**config.mk**
```make
export PLATFORM = sky130hd
export DESIGN_NAME = mii_rmii_byte_codec
export DESIGN_NICKNAME = d
export VERILOG_FILES = /design/src/rtl/line_codec_pkg.sv /design/src/rtl/line_tx_serializer.sv /design/src/rtl/line_rx_deserializer.sv /design/src/rtl/mii_rmii_byte_codec.sv
export SDC_FILE = /design/constraint.sdc
export NUM_CORES = 1
export LEC_CHECK = 0
export ABC_AREA = 1
export BUFFER_PORTS_ARGS = -buffer_cell sky130_fd_sc_hd__buf_2
export CAP_MARGIN = 25
export CELL_PAD_IN_SITES_DETAIL_PLACEMENT = 2
export CELL_PAD_IN_SITES_GLOBAL_PLACEMENT = 2
export CORE_UTILIZATION = 30
export CTS_CLUSTER_SIZE = 10
export DETAILED_ROUTE_END_ITERATION = 8
export MAX_ROUTING_LAYER = met4
export PLACE_DENSITY = 0.86
export SETUP_SLACK_MARGIN = 0.4
export SLEW_MARGIN = 40
export SYNTH_ARGS = -nofsm -noshare
export SYNTH_HDL_FRONTEND = slang
export SYNTH_HIERARCHICAL = 1
export SYNTH_SLANG_ARGS = --single-unit
```
**constraint.sdc**
```tcl
create_clock -name clk -period 2.6 [get_ports clk]
set_input_delay 0 -clock clk [delete_from_list [all_inputs] [get_ports clk]]
set_output_delay 0 -clock clk [all_outputs]
set_load 0.01 [all_outputs]
```
**src/rtl/line_codec_pkg.sv**
```systemverilog
package line_codec_pkg;

    typedef enum logic {
        LINE_MII  = 1'b0,
        LINE_RMII = 1'b1
    } line_mode_e;

endpackage

```
**src/rtl/line_tx_serializer.sv**
```systemverilog
module line_tx_serializer
    import line_codec_pkg::*;
#(
    parameter int BYTE_W = 8,
    parameter int MII_W  = 4,
    parameter int RMII_W = 2
) (
    input  logic              clk,
    input  logic              rst_n,
    input  line_mode_e        mode,
    input  logic [BYTE_W-1:0] in_data,
    input  logic              in_valid,
    output logic              in_ready,
    output logic              line_en,
    output logic [MII_W-1:0]  line_d
);

    localparam int MII_UNITS  = BYTE_W / MII_W;
    localparam int RMII_UNITS = BYTE_W / RMII_W;
    localparam int CNT_W      = (RMII_UNITS > 1) ? $clog2(RMII_UNITS) : 1;

    typedef struct packed {
        logic              active;
        logic [BYTE_W-1:0] shreg;
        logic [CNT_W-1:0]  cnt;
    } tx_state_t;

    tx_state_t st_d, st_q;
    logic      last_unit;

    always_comb begin
        st_d = st_q;

        if (mode == LINE_RMII) begin
            last_unit = (st_q.cnt == CNT_W'(RMII_UNITS - 1));
        end else begin
            last_unit = (st_q.cnt == CNT_W'(MII_UNITS - 1));
        end

        in_ready = !st_q.active || last_unit;

        if (in_valid && in_ready) begin
            st_d.active = 1'b1;
            st_d.shreg  = in_data;
            st_d.cnt    = '0;
        end else if (st_q.active) begin
            if (last_unit) begin
                st_d.active = 1'b0;
            end else begin
                st_d.cnt = st_q.cnt + 1'b1;
                if (mode == LINE_RMII) begin
                    st_d.shreg = st_q.shreg >> RMII_W;
                end else begin
                    st_d.shreg = st_q.shreg >> MII_W;
                end
            end
        end

        line_en = st_q.active;
        for (int j = 0; j < MII_W; j++) begin
            line_d[j] = st_q.active && ((mode == LINE_MII) || (j < RMII_W))
                        && st_q.shreg[j];
        end
    end

    always_ff @(posedge clk or negedge rst_n) begin
        if (!rst_n) begin
            st_q <= '0;
        end else begin
            st_q <= st_d;
        end
    end

endmodule

```
**src/rtl/line_rx_deserializer.sv**
```systemverilog
module line_rx_deserializer
    import line_codec_pkg::*;
#(
    parameter int BYTE_W = 8,
    parameter int MII_W  = 4,
    parameter int RMII_W = 2
) (
    input  logic              clk,
    input  logic              rst_n,
    input  line_mode_e        mode,
    input  logic              line_dv,
    input  logic [MII_W-1:0]  line_d,
    output logic              in_frame,
    output logic [BYTE_W-1:0] out_data,
    output logic              out_strobe
);

    localparam int MII_UNITS  = BYTE_W / MII_W;
    localparam int RMII_UNITS = BYTE_W / RMII_W;
    localparam int CNT_W      = (RMII_UNITS > 1) ? $clog2(RMII_UNITS) : 1;

    typedef struct packed {
        logic              in_frame;
        logic [BYTE_W-1:0] shreg;
        logic [CNT_W-1:0]  cnt;
        logic [BYTE_W-1:0] data;
        logic              strobe;
    } rx_state_t;

    rx_state_t         st_d, st_q;
    logic              last_unit;
    logic [BYTE_W-1:0] assembled;

    always_comb begin
        st_d          = st_q;
        st_d.strobe   = 1'b0;
        st_d.in_frame = line_dv;

        if (mode == LINE_RMII) begin
            last_unit = (st_q.cnt == CNT_W'(RMII_UNITS - 1));
            assembled = {line_d[RMII_W-1:0], st_q.shreg[BYTE_W-1:RMII_W]};
        end else begin
            last_unit = (st_q.cnt == CNT_W'(MII_UNITS - 1));
            assembled = {line_d, st_q.shreg[BYTE_W-1:MII_W]};
        end

        if (line_dv) begin
            st_d.shreg = assembled;
            if (last_unit) begin
                st_d.data   = assembled;
                st_d.strobe = 1'b1;
                st_d.cnt    = '0;
            end else begin
                st_d.cnt = st_q.cnt + 1'b1;
            end
        end else begin
            st_d.cnt = '0;
        end

        in_frame   = st_q.in_frame;
        out_data   = st_q.data;
        out_strobe = st_q.strobe;
    end

    always_ff @(posedge clk or negedge rst_n) begin
        if (!rst_n) begin
            st_q <= '0;
        end else begin
            st_q <= st_d;
        end
    end

endmodule

```
**src/rtl/mii_rmii_byte_codec.sv**
```systemverilog
module mii_rmii_byte_codec
    import line_codec_pkg::*;
#(
    parameter int BYTE_W = 8,
    parameter int MII_W  = 4,
    parameter int RMII_W = 2
) (
    input  logic              clk,
    input  logic              rst_n,
    input  logic              mode_rmii,
    input  logic [BYTE_W-1:0] mac_tx_data,
    input  logic              mac_tx_valid,
    output logic              mac_tx_ready,
    output logic              line_tx_en,
    output logic [MII_W-1:0]  line_txd,
    input  logic              line_rx_dv,
    input  logic [MII_W-1:0]  line_rxd,
    output logic [BYTE_W-1:0] mac_rx_data,
    output logic              mac_rx_strobe
);

    typedef struct packed {
        line_mode_e mode;
    } top_state_t;

    top_state_t st_d, st_q;
    line_mode_e mode_q;
    line_mode_e mode_eff;
    logic       rx_in_frame;
    logic       busy;

    always_comb begin
        st_d     = st_q;
        busy     = line_tx_en || rx_in_frame;
        mode_eff = busy ? st_q.mode : line_mode_e'(mode_rmii);
        st_d.mode = mode_eff;
        mode_q   = st_q.mode;
    end

    always_ff @(posedge clk or negedge rst_n) begin
        if (!rst_n) begin
            st_q <= '{mode: LINE_MII};
        end else begin
            st_q <= st_d;
        end
    end

    line_tx_serializer #(
        .BYTE_W (BYTE_W),
        .MII_W  (MII_W),
        .RMII_W (RMII_W)
    ) u_tx (
        .clk      (clk),
        .rst_n    (rst_n),
        .mode     (mode_eff),
        .in_data  (mac_tx_data),
        .in_valid (mac_tx_valid),
        .in_ready (mac_tx_ready),
        .line_en  (line_tx_en),
        .line_d   (line_txd)
    );

    line_rx_deserializer #(
        .BYTE_W (BYTE_W),
        .MII_W  (MII_W),
        .RMII_W (RMII_W)
    ) u_rx (
        .clk        (clk),
        .rst_n      (rst_n),
        .mode       (mode_eff),
        .line_dv    (line_rx_dv),
        .line_d     (line_rxd),
        .in_frame   (rx_in_frame),
        .out_data   (mac_rx_data),
        .out_strobe (mac_rx_strobe)
    );

endmodule

```
==> metrics.cfg, run 1 <==
[synthesis]
synth.largest_area_cell = dfrtp_1
synthDistinctLibCells = 23
synthMuxAreaShare_pct = 0
ys_ff_latch = 30
synth_xor_area_share_pct = 0
synth_top_cells_by_area = dfrtp_1 (49%), nand2_1 (14%), nand3_1 (11%), o21ai_0 (4.2%), buf_4 (3.9%)
synth-compound-area-share_pct = 7.57
synth_top_family_by_area = simple AND/OR/NAND/NOR gates
syn-num-nets = 201
yosysWarnings = 6
syn-instance-count = 184
syn_area_per_cell_um2 = 8.35
netlist.area_leader.share_pct = 48.9
synth-adder-area-share_pct = 0
syn_area_um2 = 1540
seq_area_frac_synth_pct = 48.9
synthSimpleGateAreaFrac_pct = 31.6

[final_layout]
final_area_um2 = 1870
final_common_cell = nand2_1
num_antenna_cells = 0
final_cell_mix = nand2_1 (57), nand3_1 (33), buf_2 (31)
fillers = 580
final_util_pct = 38.8
syn_to_final_growth_pct = 21.7
nets = 237
instances_no_fill = 288
drive_gt1_share_pct = 23.5

[timing]
timing.final.crit_share_pct = 74.7
worst_slew_pin_slew_ns = 0.699
setup_viol = 0
fmax_mhz = 515
finalHoldViolCount = 0
fin_crit_ns = 1.94
tns_ns = 0
rsz0062_at_grt = no
fin_skew_ns = 0.00549
slew_headroom_pct = 53.4
finalMaxSlewViolations = 0
whs_ns = 0.0629

[critical_path]
crit_chain = o21ai_1 -> nand2_2 -> inv_4 -> nand2_4 -> nand3_4 -> nand2_4 -> buf_2
max_stage_delay_ns = 0.40
cp_max_fo = 19
worst-path-buf-inv = 2
cp-start-kind = flop
endpoint_kind = output port
cp_common_cell = nand2_4
slowest_stage = dfrtp_1
worstPathArrival_ns = 1.94
cp_top_family = simple AND/OR/NAND/NOR gates
cp.required_ns = 2.60
path_class = reg -> out

[power_and_ir_drop]
max-vdd-ir-drop_uv = 393
pwr-share-comb_pct = 45.6
p_int_w = 0.00118
swShare_pct = 45.3
p_leak_nw = 0.978
p_per_area_nw_per_um2 = 1150
switching_power_w = 0.000975
clkPwrFrac_pct = 18.4
seqPwrFrac_pct = 36.0

[clocking]
post_cts_buffers = 0
cts_root_buf = clkbuf_8
clkSinkCount = 30
clock_latency_ns = 0.29
clockBufferDepth = 2
htree_levels = 2
clk_pin_slew_ns = 0.06
cts_buffers = 5
cts_tree = done

[placed_design]
io_buffers = 31
gp_congestion = 0.762
dp_cells = 270
postPlaceCellArea_um2 = 1670
place_hpwl_um = 3010

[grt]
grt_pass1_vias = 1461
overflow = 0
grt_usage_pct = 19.2
grt_pass1_wl_um = 7250
antenna_found_initial = 0
grt_max_degree = 31

[die]
die_h_um = 73.6
rows = 25
core_area_um2 = 4820
ios = 32
die_w_um = 73.6
dieArea_um2 = 5410
start_util_pct = 31.9

[status]
outcome = finished clean

[route]
via_count = 1371
drt-wirelength-per-cell_um = 15.6
ant_nets = 0
dr.first_iter.drc_count = 53
dr.pass1.iters = 4
wl_um = 4500
drc = 0
vias_per_cell = 4.76

[worst_hold_path]
min_path_type = in -> reg

[flow_run]
drv_cap = 0

## cell type report
type                    instances  area (µm²)  area share [%]
repair buffers                 43         270            14.4
multi-input cells             123         604            32.3
well taps                      67        83.8            4.48
clock buffers                   6        82.6            4.41
clock inverters                 2        12.5           0.669
inverters                      17        66.3            3.55
flip-flops and latches         30         751            40.1
## sequential cells by signal (all words and copies together), names as in the netlist
name / cells
mode_q: 1
u_rx/in_frame: 1
u_rx/out_data: 8
u_rx/out_strobe: 1
u_rx/st_q: 8
u_tx/line_en: 1
u_tx/st_q: 10
## routing by layer
layer	vias up	global-route usage [%]	part of all wire, %
li1	659	-	-
met1	680	22.3	45
met2	24	30.9	50
met3	8	4.66	2.6
met4	0	9.83	2.5
met5	-	-	0
## stage by stage
| stage | power, W | setup WS, ns |
|---|---|---|
| global route | 0.00233 | 0.531 |
| finish | 0.00215 | 0.658 |
| floorplan | 0.00152 | 0.917 |
| detailed placement | 0.00173 | 0.606 |
| global placement | 0.00166 | 0.743 |
| CTS | 0.00217 | 0.464 |
## cells in the mapped netlist (all sizes together)
cell    count
inv        16
nor2        6
nand4       3
clkbuf      1
a21oi       2
nand2      61
a21boi      1
dfrtp      30
o21ai      14
nand3      35
a31oi       1
clkinv      1
buf        13
## logic make-up (layout without fill, tap and decap cells)
group	count (synthesis)	count (layout)
AND/OR/NAND/NOR	105	105
buffers and inverters	31	68
flip-flops	30	30
AO/OA/AOI/OAI	18	18
## worst paths after layout
path                                   from          endpoint  slack (ns)  cells past startpoint
max                            u_tx/line_en      mac_tx_ready        0.66                      7
min                             line_rxd[2]     u_rx/st_q[17]        0.06                      5
max reg2reg                    u_tx/line_en  u_rx/out_data[2]        0.75                      6
min reg2reg                u_rx/out_data[3]  u_rx/out_data[3]        0.48                      2
max in group asynchronous             rst_n            mode_q        1.86                      2
min in group asynchronous             rst_n   u_rx/out_strobe        0.29                      2
## power groups by stage
stage,clock [W],sequential [W],combinational [W]
2_1_floorplan,0,0.000759,0.000764
3_3_place_gp,0,0.000766,0.000890
3_5_place_dp,0,0.000780,0.000948
4_1_cts,0.000413,0.000776,0.000978
5_1_grt,0.000435,0.000792,0.00110
6_report,0.000397,0.000774,0.000981
## tightest hold or removal path: cells and delay by family
kind            cells  cell delay (ns)
simple gates        3             0.18
buf+inv             1             0.08
compound gates      1             0.06
## what timing repair did
item	CTS	global route
resized for setup	0	1
hold endpoints to repair	39	0
setup endpoints to repair	0	1
hold buffers	10	0
No activity file was read; power rests on OpenSTA's default activity.
==> inputs of run 2 (changes only) <==
==> constraint.sdc (replaced) <==
create_clock -name clk -period 1.9 [get_ports clk]
set_input_delay 0 -clock clk [delete_from_list [all_inputs] [get_ports clk]]
set_output_delay 0 -clock clk [all_outputs]
set_load 0.01 [all_outputs]
==> metrics.cfg, run 2 (synthesis results as in run 1) <==
[status]
outcome = finished clean

[die]
dieArea_um2 = 5410  ; unchanged
core_area_um2 = 4820  ; unchanged
ios = 32  ; unchanged
start_util_pct = 31.9  ; unchanged
rows = 25  ; unchanged
die_h_um = 73.6  ; unchanged
die_w_um = 73.6  ; unchanged

[route]
dr.first_iter.drc_count = 86  ; +62%
via_count = 1508  ; +10%
dr.pass1.iters = 4  ; unchanged
drt-wirelength-per-cell_um = 20.6  ; +32%
ant_nets = 0  ; unchanged
vias_per_cell = 4.98  ; +4.5%
wl_um = 6250  ; +39%
drc = 0  ; unchanged

[timing]
whs_ns = 0.0720  ; +0.00913 ns
timing.final.crit_share_pct = 84.0
finalMaxSlewViolations = 0  ; unchanged
worst_slew_pin_slew_ns = 0.728  ; +0.0284 ns
rsz0062_at_grt = yes
setup_viol = 0  ; unchanged
fmax_mhz = 627
tns_ns = 0  ; unchanged
fin_skew_ns = 0.00833  ; +0.00284 ns
fin_crit_ns = 1.60
slew_headroom_pct = 51.5  ; -1.9 points
worst_slack_ns = 0.304  ; -0.354 ns
finalHoldViolCount = 0  ; unchanged

[critical_path]
slowest_stage = dfrtp_2
cp_max_fo = 6  ; -13
crit_chain = o21ai_2 -> nand2_4 -> buf_4 -> a21boi_4 -> buf_4 -> nand3_1 -> nand2_1
endpoint_kind = flop
worstPathArrival_ns = 1.83  ; -0.11 ns
cp.required_ns = 2.13  ; -0.47 ns
max_stage_delay_ns = 0.45  ; +0.05 ns
path_class = reg -> reg
cp-start-kind = flop
cp_common_cell = buf_4

[final_layout]
num_antenna_cells = 0  ; unchanged
regMostFlops = u_tx/st_q
final_cell_mix = nand2_1 (55), buf_2 (31), nand3_1 (30)
drive_gt1_share_pct = 31.8  ; +8.3 points
instances_no_fill = 303  ; +5.2%
largest_reg_flops = 10  ; unchanged
final_common_cell = nand2_1
fillers = 563  ; -2.9%
syn_to_final_growth_pct = 35.9
nets = 252  ; +6.3%
final_util_pct = 43.4  ; +4.5 points

[clocking]
htree_levels = 2  ; unchanged
clock_latency_ns = 0.30  ; about the same
cts_buffers = 5  ; unchanged
cts_root_buf = clkbuf_8
clkSinkCount = 30  ; unchanged
clk_pin_slew_ns = 0.08  ; +0.02 ns
cts_tree = done
clockBufferDepth = 2  ; unchanged

[grt]
grt_pass1_wl_um = 9040  ; +25%
overflow = 0  ; unchanged
grt_pass1_vias = 1627  ; +11%
grt_max_degree = 31  ; unchanged
antenna_found_initial = 0  ; unchanged
grt_usage_pct = 24.0  ; +4.8 points

[placed_design]
gp_congestion = 0.760  ; -0.32%
dp_cells = 270  ; unchanged
io_buffers = 31  ; unchanged
place_hpwl_um = 2780  ; -7.6%
place_ws_ns = 0.165  ; -0.441 ns

[power_and_ir_drop]
p_leak_nw = 1.09  ; +11%
max-vdd-ir-drop_uv = 523  ; +33%
p_per_area_nw_per_um2 = 1810  ; +57%

[worst_hold_path]
min_path_type = in -> reg

[flow_run]
drv_cap = 0  ; unchanged

[run 2: per-stage QoR]
step           instance area (µm²)  power, W
3_3_place_gp                  1690   0.00230
5_1_grt                       2090   0.00399
3_5_place_dp                  1690   0.00238
4_1_cts                       2040   0.00348
2_1_floorplan                 1550   0.00212
6_report                      2090   0.00378
[run 2: routing by layer]
layer  share of wire, %  vias to the layer above  GRT usage [%]
li1                   -                      686              -
met1                 42                      770           29.5
met4                4.3                        0           12.0
met3                2.3                       18           3.16
met5                  0                        -              -
met2                 52                       34           38.7
[run 2: critical path: cells and delay by family, from the launching register on]
| kind | cells | cell delay, ns |
|---|---|---|
| DFF | 1 | 0.45 |
| AOI/OAI and AO/OA | 2 | 0.41 |
| buffers and inverters | 2 | 0.34 |
| and+or+nand+nor | 3 | 0.32 |
[run 2: worst paths after layout]
| kind | from | to | slack (ns) | cells after the start |
|---|---|---|---|---|
| min in group asynchronous | rst_n | u_rx/out_data[3] | 0.30 | 2 |
| max in group asynchronous | rst_n | u_tx/line_en | 1.09 | 2 |
| hold reg to reg | u_rx/out_data[7] | u_rx/out_data[7] | 0.48 | 2 |
| hold / removal | mac_tx_valid | u_tx/st_q[8] | 0.07 | 3 |
| setup reg to reg | u_tx/line_en | u_rx/out_data[3] | 0.30 | 7 |
| setup / recovery | u_tx/line_en | u_rx/out_data[3] | 0.30 | 7 |
[run 2: power by group]
part           internal (W)  switching, W
Clock              0.000560      0.000295
Sequential         0.000888      0.000216
Combinational      0.000674       0.00115
[run 2: cell type report]
type / instances / area (µm²) / share of cell area, %
clock inverter: 2 / 60.1 / 2.88
inverter: 17 / 68.8 / 3.30
multi-input combinational: 123 / 654 / 31.3
sequential: 30 / 752 / 36.0
timing repair buffer: 58 / 387 / 18.5
tap: 67 / 83.8 / 4.01
clock buffer: 6 / 82.6 / 3.95
[run 2: what timing repair did]
item / in CTS / in global routing
endpoints found under the hold margin: 39 / 0
hold buffers: 10 / 0
setup buffers: 12 / 3
endpoints found under the setup margin: 29 / 26
gates resized for setup: 5 / 8
pin swaps: 4 / 4
==> inputs of run 3 (changes only) <==
--- a/config.mk
+++ b/config.mk
@@ -5,7 +5,7 @@
 export SDC_FILE = /design/constraint.sdc
 export NUM_CORES = 1
 export LEC_CHECK = 0
-export ABC_AREA = 1
+export ABC_AREA = 0
 export BUFFER_PORTS_ARGS = -buffer_cell sky130_fd_sc_hd__buf_2
 export CAP_MARGIN = 25
 export CELL_PAD_IN_SITES_DETAIL_PLACEMENT = 2
@@ -14,7 +14,7 @@
 export CTS_CLUSTER_SIZE = 10
 export DETAILED_ROUTE_END_ITERATION = 8
 export MAX_ROUTING_LAYER = met4
-export PLACE_DENSITY = 0.86
+export PLACE_DENSITY = 0.8
 export SETUP_SLACK_MARGIN = 0.4
 export SLEW_MARGIN = 40
 export SYNTH_ARGS = -nofsm -noshare
==> constraint.sdc (replaced) <==
create_clock -name clk -period 1.6 [get_ports clk]
set_input_delay 0 -clock clk [delete_from_list [all_inputs] [get_ports clk]]
set_output_delay 0 -clock clk [all_outputs]
set_load 0.01 [all_outputs]
==> metrics.cfg, run 3 <==
[route]
drc = 0  ; unchanged
via_count = 1081  ; -28%
dr.first_iter.drc_count = 20  ; -77%
wl_um = 3860  ; -38%
vias_per_cell = 4.56  ; -8.4%
drt-wirelength-per-cell_um = 16.3  ; -21%
dr.pass1.iters = 2  ; -2
ant_nets = 0  ; unchanged

[timing]
rsz0062_at_grt = yes
tns_ns = -1.83  ; -1.83 ns
whs_ns = 0.0279  ; -0.0441 ns
slew_headroom_pct = 52.9  ; +1.4 points
finalHoldViolCount = 0  ; unchanged
setup_viol = 20  ; +20
fmax_mhz = 569
fin_skew_ns = 0.00140  ; -0.00693 ns
timing.final.crit_share_pct = 110
finalMaxSlewViolations = 0  ; unchanged
worst_slew_pin_slew_ns = 0.707  ; -0.0210 ns
fin_crit_ns = 1.76
worst_slack_ns = -0.158  ; -0.462 ns

[clocking]
cts_buffers = 5  ; unchanged
clock_latency_ns = 0.28  ; -0.02 ns
clockBufferDepth = 2  ; unchanged
htree_levels = 2  ; unchanged
cts_tree = done
clk_pin_slew_ns = 0.06  ; -0.02 ns
cts_root_buf = clkbuf_8
clkSinkCount = 30  ; unchanged

[final_layout]
regArea_um2 = 752  ; unchanged
final_util_pct = 42.1  ; -1.2 points
final_cell_mix = buf_2 (30), dfrtp_1 (29), mux2i_1 (23)
final_common_cell = buf_2
num_antenna_cells = 0  ; unchanged
largest_reg_flops = 10  ; unchanged
regMostFlops = u_tx/st_q
multi_input_area_um2 = 703  ; +7.5%
drive_gt1_share_pct = 43.5  ; +12 points
syn_to_final_growth_pct = 33.6
instances_no_fill = 237  ; -22%
nets = 186  ; -26%
fillers = 502  ; -11%

[critical_path]
worstRegToRegCells = 7  ; unchanged
cp_max_fo = 3  ; -3
path_class = reg -> out
reg2reg_from = u_tx/line_en
cp-start-kind = flop
r2r_end = u_tx/st_q[6]
cp.required_ns = 1.60  ; -0.53 ns
endpoint_kind = output port
crit_start = u_tx/line_en
worstPathArrival_ns = 1.76  ; -0.07 ns
reg2reg_slack_ns = -0.14  ; -0.44 ns

[synthesis]
syn-instance-count = 130  ; -29%
synth_edf_count = 0  ; unchanged
synthDistinctLibCells = 28  ; +22%
synth_top_cells_by_area = dfrtp_1 (50%), mux2i_1 (19%), buf_4 (4.5%), a21oi_1 (2.3%), inv_1 (2.3%)
async_reset_ff_share_pct = 100  ; unchanged
yosysWarnings = 6  ; unchanged
ys_ff_latch = 30  ; unchanged
syn_area_um2 = 1500  ; -2.4%
syn-num-nets = 147  ; -27%
synth.largest_area_cell = dfrtp_1
synth_commonest_cells = dfrtp_1 (30), mux2i_1 (29), buf_4 (9), inv_1 (9), nor2_1 (9)
synthMostInstantiatedCell = dfrtp_1
seq_area_frac_synth_pct = 50.1  ; +1.2 points
synth_flop_cell = dfrtp_1
syn_area_per_cell_um2 = 11.5  ; +38%
netlist.area_leader.share_pct = 50.1  ; +1.2 points

[grt]
grt_max_degree = 31  ; unchanged
antenna_found_initial = 0  ; unchanged
overflow = 0  ; unchanged
grt_usage_pct = 17.4  ; -6.6 points
grt_pass1_wl_um = 6470  ; -28%
grt_pass1_vias = 1257  ; -23%

[flow_run]
drv_cap = 0  ; unchanged

[die]
die_h_um = 72.7  ; -1.2%
start_util_pct = 31.5  ; -0.37 points
ios = 32  ; unchanged
rows = 25  ; unchanged
core_area_um2 = 4750  ; -1.3%
die_w_um = 72.7  ; -1.2%
dieArea_um2 = 5280  ; -2.4%

[status]
outcome = finished, violations left
failed_checks = setup timing

[worst_hold_path]
hp-start = mac_tx_data[1]
holdPathEnd = u_tx/st_q[3]
min_path_cells = 3  ; unchanged
min_path_type = in -> reg

[power_and_ir_drop]
p_leak_nw = 0.945  ; -13%
max-vdd-ir-drop_uv = 768  ; +47%
p_per_area_nw_per_um2 = 2100  ; +16%

[placed_design]
dp_cells = 221  ; -18%
gp_congestion = 0.735  ; -3.3%
place_hpwl_um = 2630  ; -5.4%
io_buffers = 31  ; unchanged

## run 3: cell types whose count changed in the layout (fill, tap and decap cells not counted), moves of 5 or more
cell	previous run	this run
nand2_1	55	3
o21ai_0	9	1
dlygate4sd3_1	10	3
mux2i_1	0	23
a21oi_1	1	7
inv_1	13	8
nand3_1	30	2
buf_4	16	8
## run 3: cells by family (layout without fill, tap and decap cells)
| group | after synthesis | count (layout) | synth area share (%) |
|---|---|---|---|
| multiplexers | 35 | 35 | 24.4 |
| flip-flops | 30 | 30 | 50.1 |
| AND/OR/NAND/NOR | 27 | 27 | 9.43 |
| buffers and inverters | 24 | 64 | 9.43 |
| AO/OA/AOI/OAI | 12 | 12 | 5.01 |
| XOR/XNOR | 2 | 2 | 1.67 |
## run 3: worst max-delay path: stages, from the launching register on
cell	delay (ns)
dfrtp_2	0.41
nor2_2	0.09
mux2_4	0.33
buf_6	0.14
xnor2_4	0.13
a21oi_4	0.22
inv_2	0.05
buf_6	0.11
## run 3: power by group
| part | leakage, nW | switching, W | total, W | internal [W] |
|---|---|---|---|---|
| logic | 0.532 | 0.000987 | 0.00217 | 0.00118 |
| clock network | 0.0575 | 0.000285 | 0.000719 | 0.000434 |
| registers | 0.355 | 0.000268 | 0.00133 | 0.00106 |
## run 3: repair_timing
item / CTS / global route
resized for setup: 14 / 6
hold endpoints to repair: 32 / 0
buffers inserted: 3 / 2
pin swaps: 5 / 2
hold buffers: 3 / 0
setup endpoints to repair: 30 / 31
## run 3: per-stage QoR
step	setup WS [ns]	area [µm²]	power [W]
after global routing	-0.228	2000	0.00450
after floorplan	-0.293	1530	0.00258
after global placement	-0.161	1720	0.00285
after CTS	-0.201	1960	0.00414
final	-0.158	2000	0.00421
after detailed placement	-0.243	1720	0.00299
## run 3: cell type report
type | count | share of cell area [%]
flip-flops and latches | 30 | 37.5
multi-input cells | 76 | 35.1
inverters | 9 | 1.69
clock buffers | 8 | 5.50
repair buffers | 47 | 16.0
well taps | 67 | 4.18
## run 3: layer usage
layer  track usage, %  wire, µm  vias to the layer above  share of wire [%]
li1                 -         -                      506                  -
met3             4.83       174                        9                4.5
met4             6.10        85                        0                2.2
met5                -         0                        -                  0
met2             31.9      2080                       34                 54
met1             17.8      1520                      532                 39
## run 3: worst max path at each step
stage / endpoint / cells after the start
after floorplan: u_rx/out_data[0] / 7
after CTS: mac_tx_ready / 7
after global placement: u_tx/st_q[5] / 6
final: mac_tx_ready / 7
after detailed placement: u_tx/st_q[6] / 6
after global routing: mac_tx_ready / 7
